[src/rtl/adc_seq_pkg.sv]
package adc_seq_pkg;

  localparam logic [31:0] LCG_MUL     = 32'd314159;
  localparam logic [31:0] LCG_INC     = 32'd1;
  localparam int          SAMPLE_BASE = 'h200;
  localparam logic [3:0]  SRC_EXT     = 4'd5;
  localparam logic [31:0] SEL_KEEP    = 32'h3333_3333;

  // global register offsets
  localparam int ADR_ENABLE = 'h000;
  localparam int ADR_RAW    = 'h004;
  localparam int ADR_MASK   = 'h008;
  localparam int ADR_MRAW   = 'h00C;
  localparam int ADR_OVF    = 'h010;
  localparam int ADR_SRC    = 'h014;
  localparam int ADR_UNF    = 'h018;

  // per-channel window: base + 32*n
  localparam int SEQ_BASE   = 'h040;
  localparam logic [4:0] SUB_SEL  = 5'h00;
  localparam logic [4:0] SUB_CTL  = 5'h04;
  localparam logic [4:0] SUB_DATA = 5'h08;
  localparam logic [4:0] SUB_STAT = 5'h0C;

  // status word flag positions
  localparam int ST_EMPTY_BIT = 8;
  localparam int ST_FULL_BIT  = 12;

  function automatic logic [31:0] lcg_next(input logic [31:0] s);
    return s * LCG_MUL + LCG_INC;
  endfunction

  function automatic logic [2:0] lcg_pick(input logic [31:0] s);
    return s[18:16];
  endfunction

endpackage

[src/rtl/adc_seq_fifo.sv]
module adc_seq_fifo
  import adc_seq_pkg::*;
#(
  parameter int DEPTH  = 16,
  parameter int DATA_W = 12
) (
  input  logic              clk,
  input  logic              rst_n,
  input  logic              push,
  input  logic [DATA_W-1:0] push_data,
  input  logic              pop,
  output logic [DATA_W-1:0] pop_data,
  output logic [31:0]       status,
  output logic              ovf_evt,
  output logic              unf_evt
);
  localparam int PTR_W = $clog2(DEPTH);

  logic [DATA_W-1:0] mem [DEPTH];
  logic [PTR_W-1:0]  head_q, tail_q, head_n, tail_n;
  logic              full_q, empty_q;
  logic              do_pop, do_push, full_eff;

  // the pop is ordered before the push within one cycle
  assign do_pop   = pop & ~empty_q;
  assign unf_evt  = pop & empty_q;
  assign full_eff = full_q & ~do_pop;
  assign do_push  = push & ~full_eff;
  assign ovf_evt  = push & full_eff;

  assign tail_n = do_pop  ? tail_q + PTR_W'(1) : tail_q;
  assign head_n = do_push ? head_q + PTR_W'(1) : head_q;

  assign pop_data = empty_q ? '0 : mem[tail_q];

  always_comb begin
    status = '0;
    status[PTR_W-1:0]    = tail_q;
    status[4 +: PTR_W]   = head_q;
    status[ST_EMPTY_BIT] = empty_q;
    status[ST_FULL_BIT]  = full_q;
  end

  always_ff @(posedge clk) begin
    if (do_push) mem[head_q] <= push_data;
  end

  always_ff @(posedge clk) begin
    if (!rst_n) begin
      head_q  <= '0;
      tail_q  <= '0;
      empty_q <= 1'b1;
      full_q  <= 1'b0;
    end else begin
      head_q <= head_n;
      tail_q <= tail_n;
      if (do_push && !do_pop) begin
        empty_q <= 1'b0;
        full_q  <= (head_n == tail_n);
      end else if (do_pop && !do_push) begin
        full_q  <= 1'b0;
        empty_q <= (head_n == tail_n);
      end
    end
  end

  AST_FLAGS_EXCLUSIVE: assert property (@(posedge clk) disable iff (!rst_n)
    !(full_q && empty_q));
  AST_FULL_PTRS_MEET: assert property (@(posedge clk) disable iff (!rst_n)
    full_q |-> (head_q == tail_q));
  AST_EMPTY_PTRS_MEET: assert property (@(posedge clk) disable iff (!rst_n)
    empty_q |-> (head_q == tail_q));
  AST_OVF_HEAD_FROZEN: assert property (@(posedge clk) disable iff (!rst_n)
    ovf_evt |=> (head_q == $past(head_q)));
  AST_UNF_TAIL_FROZEN: assert property (@(posedge clk) disable iff (!rst_n)
    unf_evt |=> (tail_q == $past(tail_q)));
  AST_BOTH_FULL_STAYS: assert property (@(posedge clk) disable iff (!rst_n)
    (full_q && pop && push) |=> full_q);

endmodule

[src/rtl/adc_seq_noise.sv]
module adc_seq_noise
  import adc_seq_pkg::*;
#(
  parameter int NSEQ   = 4,
  parameter int DATA_W = 12
) (
  input  logic                        clk,
  input  logic                        rst_n,
  input  logic [NSEQ-1:0]             accept,
  output logic [NSEQ-1:0][DATA_W-1:0] sample
);
  logic [31:0]            state_q;
  logic [NSEQ:0][31:0]    chain;
  logic [NSEQ-1:0][31:0]  stepped;

  assign chain[0] = state_q;

  // one generator step per accepted channel, lowest index first
  for (genvar k = 0; k < NSEQ; k++) begin : g_step
    assign stepped[k]  = lcg_next(chain[k]);
    assign chain[k+1]  = accept[k] ? stepped[k] : chain[k];
    assign sample[k]   = DATA_W'(SAMPLE_BASE) + DATA_W'(lcg_pick(stepped[k]));
  end

  always_ff @(posedge clk) begin
    if (!rst_n) state_q <= '0;
    else        state_q <= chain[NSEQ];
  end

  AST_NOISE_IDLE_HOLDS: assert property (@(posedge clk) disable iff (!rst_n)
    (accept == '0) |=> (state_q == $past(state_q)));
  AST_NOISE_MOVES: assert property (@(posedge clk) disable iff (!rst_n)
    (accept != '0) |=> (state_q != $past(state_q)));

endmodule

[src/rtl/adc_seq_bank.sv]
module adc_seq_bank
  import adc_seq_pkg::*;
#(
  parameter int NSEQ   = 4,
  parameter int DEPTH  = 16,
  parameter int DATA_W = 12,
  parameter int ADDR_W = 12
) (
  input  logic              clk,
  input  logic              rst_n,
  input  logic              reg_we,
  input  logic              reg_re,
  input  logic [ADDR_W-1:0] reg_addr,
  input  logic [31:0]       reg_wdata,
  output logic [31:0]       reg_rdata,
  input  logic [NSEQ-1:0]   trig,
  output logic [NSEQ-1:0]   irq
);
  localparam int IDX_W = (NSEQ > 1) ? $clog2(NSEQ) : 1;
  localparam int HI_W  = ADDR_W - 5;
  localparam logic [HI_W-1:0]   SEQ_SPAN = HI_W'(NSEQ);
  localparam logic [ADDR_W-1:0] BASE_A   = ADDR_W'(SEQ_BASE);

  logic [NSEQ-1:0]   en_q, raw_q, msk_q, ovf_q, unf_q;
  logic [4*NSEQ-1:0] src_q;
  logic [31:0]       sel_q [NSEQ];
  logic [31:0]       ctl_q [NSEQ];

  logic [NSEQ-1:0]              accept, pop_v, ovf_evt, unf_evt;
  logic [NSEQ-1:0][DATA_W-1:0]  sample, pop_data;
  logic [NSEQ-1:0][31:0]        status;

  // address decode
  logic [ADDR_W-1:0] off;
  logic              seq_hit;
  logic [IDX_W-1:0]  seq_idx;
  logic [4:0]        sub;
  logic              glb_we;

  assign off     = reg_addr - BASE_A;
  assign seq_hit = (reg_addr >= BASE_A) && (off[ADDR_W-1:5] < SEQ_SPAN);
  assign seq_idx = off[5 +: IDX_W];
  assign sub     = reg_addr[4:0];
  assign glb_we  = reg_we && !seq_hit;

  for (genvar n = 0; n < NSEQ; n++) begin : g_seq
    logic hit_n;
    assign hit_n    = seq_hit && (seq_idx == IDX_W'(n));
    assign accept[n] = trig[n] & en_q[n] & (src_q[4*n +: 4] == SRC_EXT);
    assign pop_v[n]  = reg_re && hit_n && (sub == SUB_DATA);

    always_ff @(posedge clk) begin
      if (!rst_n) begin
        sel_q[n] <= '0;
        ctl_q[n] <= '0;
      end else if (reg_we && hit_n) begin
        if (sub == SUB_SEL) sel_q[n] <= reg_wdata & SEL_KEEP;
        if (sub == SUB_CTL) ctl_q[n] <= reg_wdata;
      end
    end

    adc_seq_fifo #(.DEPTH(DEPTH), .DATA_W(DATA_W)) u_fifo (
      .clk      (clk),
      .rst_n    (rst_n),
      .push     (accept[n]),
      .push_data(sample[n]),
      .pop      (pop_v[n]),
      .pop_data (pop_data[n]),
      .status   (status[n]),
      .ovf_evt  (ovf_evt[n]),
      .unf_evt  (unf_evt[n])
    );

    AST_RAW_NEEDS_ENABLE: assert property (@(posedge clk) disable iff (!rst_n)
      $rose(raw_q[n]) |-> $past(en_q[n]));
  end

  adc_seq_noise #(.NSEQ(NSEQ), .DATA_W(DATA_W)) u_noise (
    .clk   (clk),
    .rst_n (rst_n),
    .accept(accept),
    .sample(sample)
  );

  // global registers; event sets win over write-one-clear
  logic [NSEQ-1:0] clr_raw, clr_ovf, clr_unf;
  assign clr_raw = (glb_we && reg_addr == ADDR_W'(ADR_RAW)) ? reg_wdata[NSEQ-1:0] : '0;
  assign clr_ovf = (glb_we && reg_addr == ADDR_W'(ADR_OVF)) ? reg_wdata[NSEQ-1:0] : '0;
  assign clr_unf = (glb_we && reg_addr == ADDR_W'(ADR_UNF)) ? reg_wdata[NSEQ-1:0] : '0;

  always_ff @(posedge clk) begin
    if (!rst_n) begin
      en_q  <= '0;
      msk_q <= '0;
      src_q <= '0;
      raw_q <= '0;
      ovf_q <= '0;
      unf_q <= '0;
    end else begin
      if (glb_we && reg_addr == ADDR_W'(ADR_ENABLE)) en_q  <= reg_wdata[NSEQ-1:0];
      if (glb_we && reg_addr == ADDR_W'(ADR_MASK))   msk_q <= reg_wdata[NSEQ-1:0];
      if (glb_we && reg_addr == ADDR_W'(ADR_SRC))    src_q <= reg_wdata[4*NSEQ-1:0];
      raw_q <= (raw_q & ~clr_raw) | accept;
      ovf_q <= (ovf_q & ~clr_ovf) | ovf_evt;
      unf_q <= (unf_q & ~clr_unf) | unf_evt;
    end
  end

  assign irq = raw_q & msk_q;

  always_comb begin
    reg_rdata = '0;
    if (seq_hit) begin
      case (sub)
        SUB_SEL:  reg_rdata = sel_q[seq_idx];
        SUB_CTL:  reg_rdata = ctl_q[seq_idx];
        SUB_DATA: reg_rdata = {{(32-DATA_W){1'b0}}, pop_data[seq_idx]};
        SUB_STAT: reg_rdata = status[seq_idx];
        default:  reg_rdata = '0;
      endcase
    end else begin
      if (reg_addr == ADDR_W'(ADR_ENABLE)) reg_rdata[NSEQ-1:0]   = en_q;
      if (reg_addr == ADDR_W'(ADR_RAW))    reg_rdata[NSEQ-1:0]   = raw_q;
      if (reg_addr == ADDR_W'(ADR_MASK))   reg_rdata[NSEQ-1:0]   = msk_q;
      if (reg_addr == ADDR_W'(ADR_MRAW))   reg_rdata[NSEQ-1:0]   = raw_q & msk_q;
      if (reg_addr == ADDR_W'(ADR_OVF))    reg_rdata[NSEQ-1:0]   = ovf_q;
      if (reg_addr == ADDR_W'(ADR_SRC))    reg_rdata[4*NSEQ-1:0] = src_q;
      if (reg_addr == ADDR_W'(ADR_UNF))    reg_rdata[NSEQ-1:0]   = unf_q;
    end
  end

  AST_RAW_SET_ON_ACCEPT: assert property (@(posedge clk) disable iff (!rst_n)
    (accept != '0) |=> ((raw_q & $past(accept)) == $past(accept)));
  AST_OVF_STICKY: assert property (@(posedge clk) disable iff (!rst_n)
    (ovf_evt != '0) |=> ((ovf_q & $past(ovf_evt)) == $past(ovf_evt)));
  AST_UNF_STICKY: assert property (@(posedge clk) disable iff (!rst_n)
    (unf_evt != '0) |=> ((unf_q & $past(unf_evt)) == $past(unf_evt)));

endmodule

[config.mk]
export PLATFORM = sky130hd
export DESIGN_NAME = adc_seq_bank
export DESIGN_NICKNAME = d
export VERILOG_FILES = /design/src/rtl/adc_seq_pkg.sv /design/src/rtl/adc_seq_fifo.sv /design/src/rtl/adc_seq_noise.sv /design/src/rtl/adc_seq_bank.sv
export SDC_FILE = /design/constraint.sdc
export NUM_CORES = 2
export LEC_CHECK = 0
export ABC_AREA = 0
export BUFFER_PORTS_ARGS = -buffer_cell sky130_fd_sc_hd__clkbuf_2
export CAP_MARGIN = 20
export CORE_MARGIN = 2
export CORE_UTILIZATION = 60
export DETAILED_ROUTE_END_ITERATION = 7
export GPL_TIMING_DRIVEN = 0
export PLACE_DENSITY_LB_ADDON = 0.25
export SLEW_MARGIN = 20
export SYNTH_ARGS = -nofsm -noshare
export SYNTH_HDL_FRONTEND = slang
export SYNTH_HIERARCHICAL = 1
export SYNTH_SLANG_ARGS = --single-unit
[constraint.sdc]
create_clock -name clk -period 23.8 [get_ports clk]
set_input_delay 2.38 -clock clk [delete_from_list [all_inputs] [get_ports clk]]
set_output_delay 2.38 -clock clk [all_outputs]
set_load 0.005 [all_outputs]
# Word level (Yosys, flattened, before mapping)
# Memory sizes are Yosys's and may differ from the RTL's. A register that Yosys moved wholly into a read port is not among the register bits.
# Index checks and enable logic that the tools add are counted.
# Widths: inputs -> output; s select.
# totals
ff_bits,108
ramBits,896
in_bits,52
output_inout_bits,36
word_cells,275
memories,6
# memory_table
memory,words,width,read_ports,rd_clocked_by_memory_dff,wr,line,text
g_seq[0].u_fifo.mem,16,11,1,1,1,adc_seq_fifo.sv:19,logic [DATA_W-1:0] mem [DEPTH];
g_seq[1].u_fifo.mem,16,11,1,1,1,adc_seq_fifo.sv:19,
g_seq[2].u_fifo.mem,16,11,1,1,1,adc_seq_fifo.sv:19,
g_seq[3].u_fifo.mem,16,11,1,1,1,adc_seq_fifo.sv:19,
ctl_q,4,32,1,0,4,adc_seq_bank.sv:27,logic [31:0] ctl_q [NSEQ];
sel_q,4,16,1,0,4,adc_seq_bank.sv:26,logic [31:0] sel_q [NSEQ];
# op_classes
n_addsub,17
mul,4
order_cmp,3
eq_ne,20
mux,96
bitwise_logic,58
n_reduce_logical,48
# ops
operator,n
$mux 32,9
$add 32x1->32 const B,4
$mul 32x19->32 const B,4
$pmux 32 s4,1
$mux 16,7
$mux 4,21
$bmux 32 s2,1
$mux 12,5
$mux 1,51
$add 10x3->11 const A,4
$eq 12x5->1 const B,3
$add 4x1->4 const B,8
$logic_and 1x1->1,32
$and 1x1->1,28
$bmux 12 s2,1
$eq 12x4->1 const B,2
$and 4x4->4,4
$eq 4x3->1 const B,4
$eq 4x4->1,4
$eq 12x3->1 const B,1
$ge 12x7->1 const B,1
$logic_not 12->1,1
$not 1->1,12
$not 4->4,3
13 further kinds,35

# Logic depth before layout (Yosys ltp)
# depth
ltp_word,15
depth_mapped,74

# Hierarchy
# The synthesis kept the hierarchy.
# by_module_without_submodules
mod,n_inst,cells_per_inst,area_each_um2,seq_area_each_um2
adc_seq_fifo,4,401,8230.4,5965.7
adc_seq_noise,1,1677,15730.1,380.4
adc_seq_bank,1,881,12124.1,6486.2

# Least setup slack after synthesis
# No wires, ideal clock.
# synth_path
kind,input to register
start,input trig[0]
end,memory g_seq[3].u_fifo/mem[0][2] (netlist bit) (data pin)
arrival_ps,17719
required_ps,23511
slack_ps,5792
cell_stages,58
path_buffers,3
path_cell_list,nor4bb_1 -> and3_1 -> buf_4 -> buf_1 -> clkbuf_1 -> mux2i_1 -> inv_1 -> ha_1 -> fa_1 -> ha_1 -> fa_1 -> inv_1 -> fa_1 -> fa_1 -> inv_1 -> ha_1 -> a21oi_1 -> nand2_1 -> [22 not listed] -> ha_1 -> ha_1 -> inv_1 -> fa_1 -> fa_1 -> fa_1 -> fa_1 -> xnor2_1 -> xnor2_1 -> xnor2_1 -> xnor2_1 -> xnor2_1 -> xnor2_1 -> xnor2_2 -> xnor2_1 -> xnor2_1 -> xnor3_1 -> xor2_1
# synth_rtl
item,line,text
start: declaration,adc_seq_bank.sv:16,"input logic [NSEQ-1:0] trig,"
end: declaration,adc_seq_fifo.sv:19,

==> reports/metrics.cfg <==
[global_route]
grt_pass1_wl_mm = 225
grt_max_degree = 21
vias_in_the_first_global_route = 36600
grt_overflow_total = 0
gr-usage-all-layers_pct = 29.2
antenna_found_initial = 5

[critical_path]
worst_ep_required_time_ns = 24.13
critPathMostFrequentCell = sky130_fd_sc_hd__inv_1
crit_type = in2reg
startpoint_type = input pin
worstSetupEndpointType = flip-flop
crit_family = adder cells
slowest_stage = sky130_fd_sc_hd__a21oi_1
cp_num_buf_inv = 19
maximum_fanout_encountered_on_the_critical_timing_path = 16
peak_per_stage_delay_on_the_critical_path_ns = 0.84
data_arrival_critical_path_ns = 20.59

[logic_synthesis]
synth_top_cell_area_share_pct = 47.4
ys_seq_area_share_pct = 50.6
synthCells = 4162
mappedNetlistArea_um2 = 60800
synth_async_sr_flop_share_pct = 0
ys_warn_count = 6
yosys_register_bits = 1055
yosys_top_cell_by_area = sky130_fd_sc_hd__edfxtp_1
post-synth-top-count-cell = sky130_fd_sc_hd__edfxtp_1
number_of_enable_type_register_cells_in_the_synthesized_netlist = 960
synth.lib_cells_used.distinct = 101
avgSynthCellArea_um2 = 14.6
netlist_top_cells_area = sky130_fd_sc_hd__edfxtp_1 47%, sky130_fd_sc_hd__mux4_2 12%, sky130_fd_sc_hd__fa_1 8.5%, sky130_fd_sc_hd__ha_1 7.1%, sky130_fd_sc_hd__inv_1 3.3%
synthTopCellsByCount = 960 x sky130_fd_sc_hd__edfxtp_1, 530 x sky130_fd_sc_hd__inv_1, 344 x sky130_fd_sc_hd__ha_1
dominantRegCellSynth = sky130_fd_sc_hd__edfxtp_1

[timing]
worst_slew_pin_tran_ns = 1.08
clock.fmax_mhz = 49.4
timing_hold_violations_final = 0
timing.final.setup_violations = 0
timing_max_transition_violations_final = 0
slew-limit-headroom_pct = 28.3
post_route_minimum_period_ns = 20.25
final.period_utilization_pct = 85.1
fin_skew_ns = 0.0417
final.setup.tns_ns = 0
setup_slack_ns = 3.55
grt_setup_unrepaired = false

[worst_hold_path]
hold_path.class = reg2reg

[floorplanning]
die_boundary_width_um = 322
row_count = 116
die-height_um = 322
top_level_ports = 88
die_area_um2 = 104000
initial_core_util_pct = 60.6
core_area_um2 = 100000

[drt]
met1Wirelength_mm = 57.1
drt_iter0_markers = 3961
met2_length_mm = 73.7
average_vias_per_placed_instance = 5.95
detail_route.wirelength_mm = 148
routed_wire_length_per_instance_um = 24.8
route.top_layer_used = met4
postRouteAntennaNets = 0
drc = 1
via_count = 35600
wl_met3_mm = 11.7
drt_pre_antenna_iters = 8

[placed_design]
place_worst_setup_slack_ns = 2.88
place.port_buffers = 84
gp_congestion = 0.921
dp_hpwl_mm = 106

[power_and_ir_drop]
power.density_cell_area_nw_per_um2 = 55.3
irDropWorstVdd_mv = 0.0518
total_leakage_power_nw = 26.2

[finish]
number_of_nets_in_the_layout = 5181
area_growth_syn_to_layout_pct = 11.0
post_route_cells_drive_above_1_share_pct = 21.2

[clock_network]
clockBufferDepth = 3
post_cts_resized = 0
tritoncts = built
cts_num_sinks = 1055
post_cts_buffers = 0
htreeDepth = 3
cts-buffers-inserted = 103
cts.hold.buffers_added = 0
path_clk_slew_ns = 0.07
source_to_sink_clock_delay_at_the_later_pin_of_the_worst_skew_pair_ns = 0.70
clock_tree_root_buffer_cell = sky130_fd_sc_hd__clkbuf_16

[status]
outcome = complete, but fails checks
failing_checks = DRC

[run]
maxCapViolations = 0

[worst register-to-register path: cells and delay by family (launching register included)]
family / cells / cell delay (ns)
AO/OA/AOI/OAI: 9 / 1.99
XOR/XNOR: 15 / 3.24
adder cells (fa/ha/maj): 27 / 11.19
buffers and inverters: 16 / 1.37
flip-flops: 1 / 0.61
multiplexers: 2 / 1.09
AND/OR/NAND/NOR: 2 / 0.32
[report_power, final]
| part | total (W) | switching (W) | internal (W) |
|---|---|---|---|
| Sequential | 0.00203 | 0.00000424 | 0.00203 |
| Clock | 0.00159 | 0.000698 | 0.000893 |
| Combinational | 0.000108 | 0.0000629 | 0.0000453 |
| Total | 0.00373 | 0.000766 | 0.00297 |
[routing by layer]
metal,track usage (%),up-vias
met2,50.1,1671
met3,4.18,323
met5,0,-
li1,-,15500
met1,38.7,18100
met4,10.0,0
[final timing paths]
path                            slack (ns)               start  depth (start not counted)                         to
worst max-delay path                  3.55             trig[0]                         66  g_seq[3].u_fifo/mem[1][2]
worst min-delay path                  0.49             en_q[0]                          2                    en_q[0]
worst max register to register        3.66  u_noise/state_q[5]                         71  g_seq[3].u_fifo/mem[1][2]
worst min register to register        0.49             en_q[0]                          2                    en_q[0]
[per-stage QoR]
stage          total power [W]  area (µm²)  instances  hold slack (ns)  utilization, %
2_1_floorplan          0.00214       61200       4280            0.443               -
3_3_place_gp           0.00217       63300       5721            0.466            63.2
3_5_place_dp           0.00217       64200       5779            0.478            64.0
4_1_cts                0.00374       67500       5968            0.486            67.3
5_1_grt                0.00382       67500       5971            0.515            67.3
6_report               0.00373       67500       5972            0.488            67.3
[sequential cells by signal, summed over array words and instances (netlist names), 16 cells and up]
name / count
g_seq.u_fifo/mem: 768
src_q: 16
sel_q: 64
g_seq.u_fifo/tail_q: 16
u_noise/state_q: 19
ctl_q: 128
g_seq.u_fifo/head_q: 16
[final cells by class]
type                       instances  area, µm²
multi-input combinational       2389      26900
sequential                      1055      30700
timing repair buffer             142        952
inverter                         534       2010
tap                             1357       1700
fill                            6811      32800
buffer                           302       1870
clock buffer                     133       2770
clock inverter                    56        510
antenna                            4       10.0
[cell families (layout without fill, tap and decap cells)]
logic type	count (synthesis)	after routing	share of synthesized area [%]
flip-flops	1055	1055	50.6
AND/OR/NAND/NOR	709	709	6.68
adder cells (fa/ha/maj)	603	603	15.6
multiplexers	393	393	13.5
XOR/XNOR	194	194	3.06
AO/OA/AOI/OAI	366	366	4.19
other	6	128	0.0371
buffers and inverters	836	1167	6.38
[layout by cell type, fill, tap and decap left out, drive strengths merged, types with 11 or more instances in the layout]
cell,instances
and2,251
nand3,21
o21ai,73
buf,273
nand3b,11
o21a,23
dfxtp,95
fa,258
inv,542
mux2i,51
a21oi,94
xor2,38
clkbuf,304
a22oi,28
nor2,97
nor3b,14
nor2b,98
nand2,103
ha,344
nor3,21
a211oi,20
clkinv,37
a21o,24
edfxtp,960
mux4,332
nor4,25
conb,124
xnor2,152
nand2b,15
nand4,15
Power figures use the tool's default switching activity.
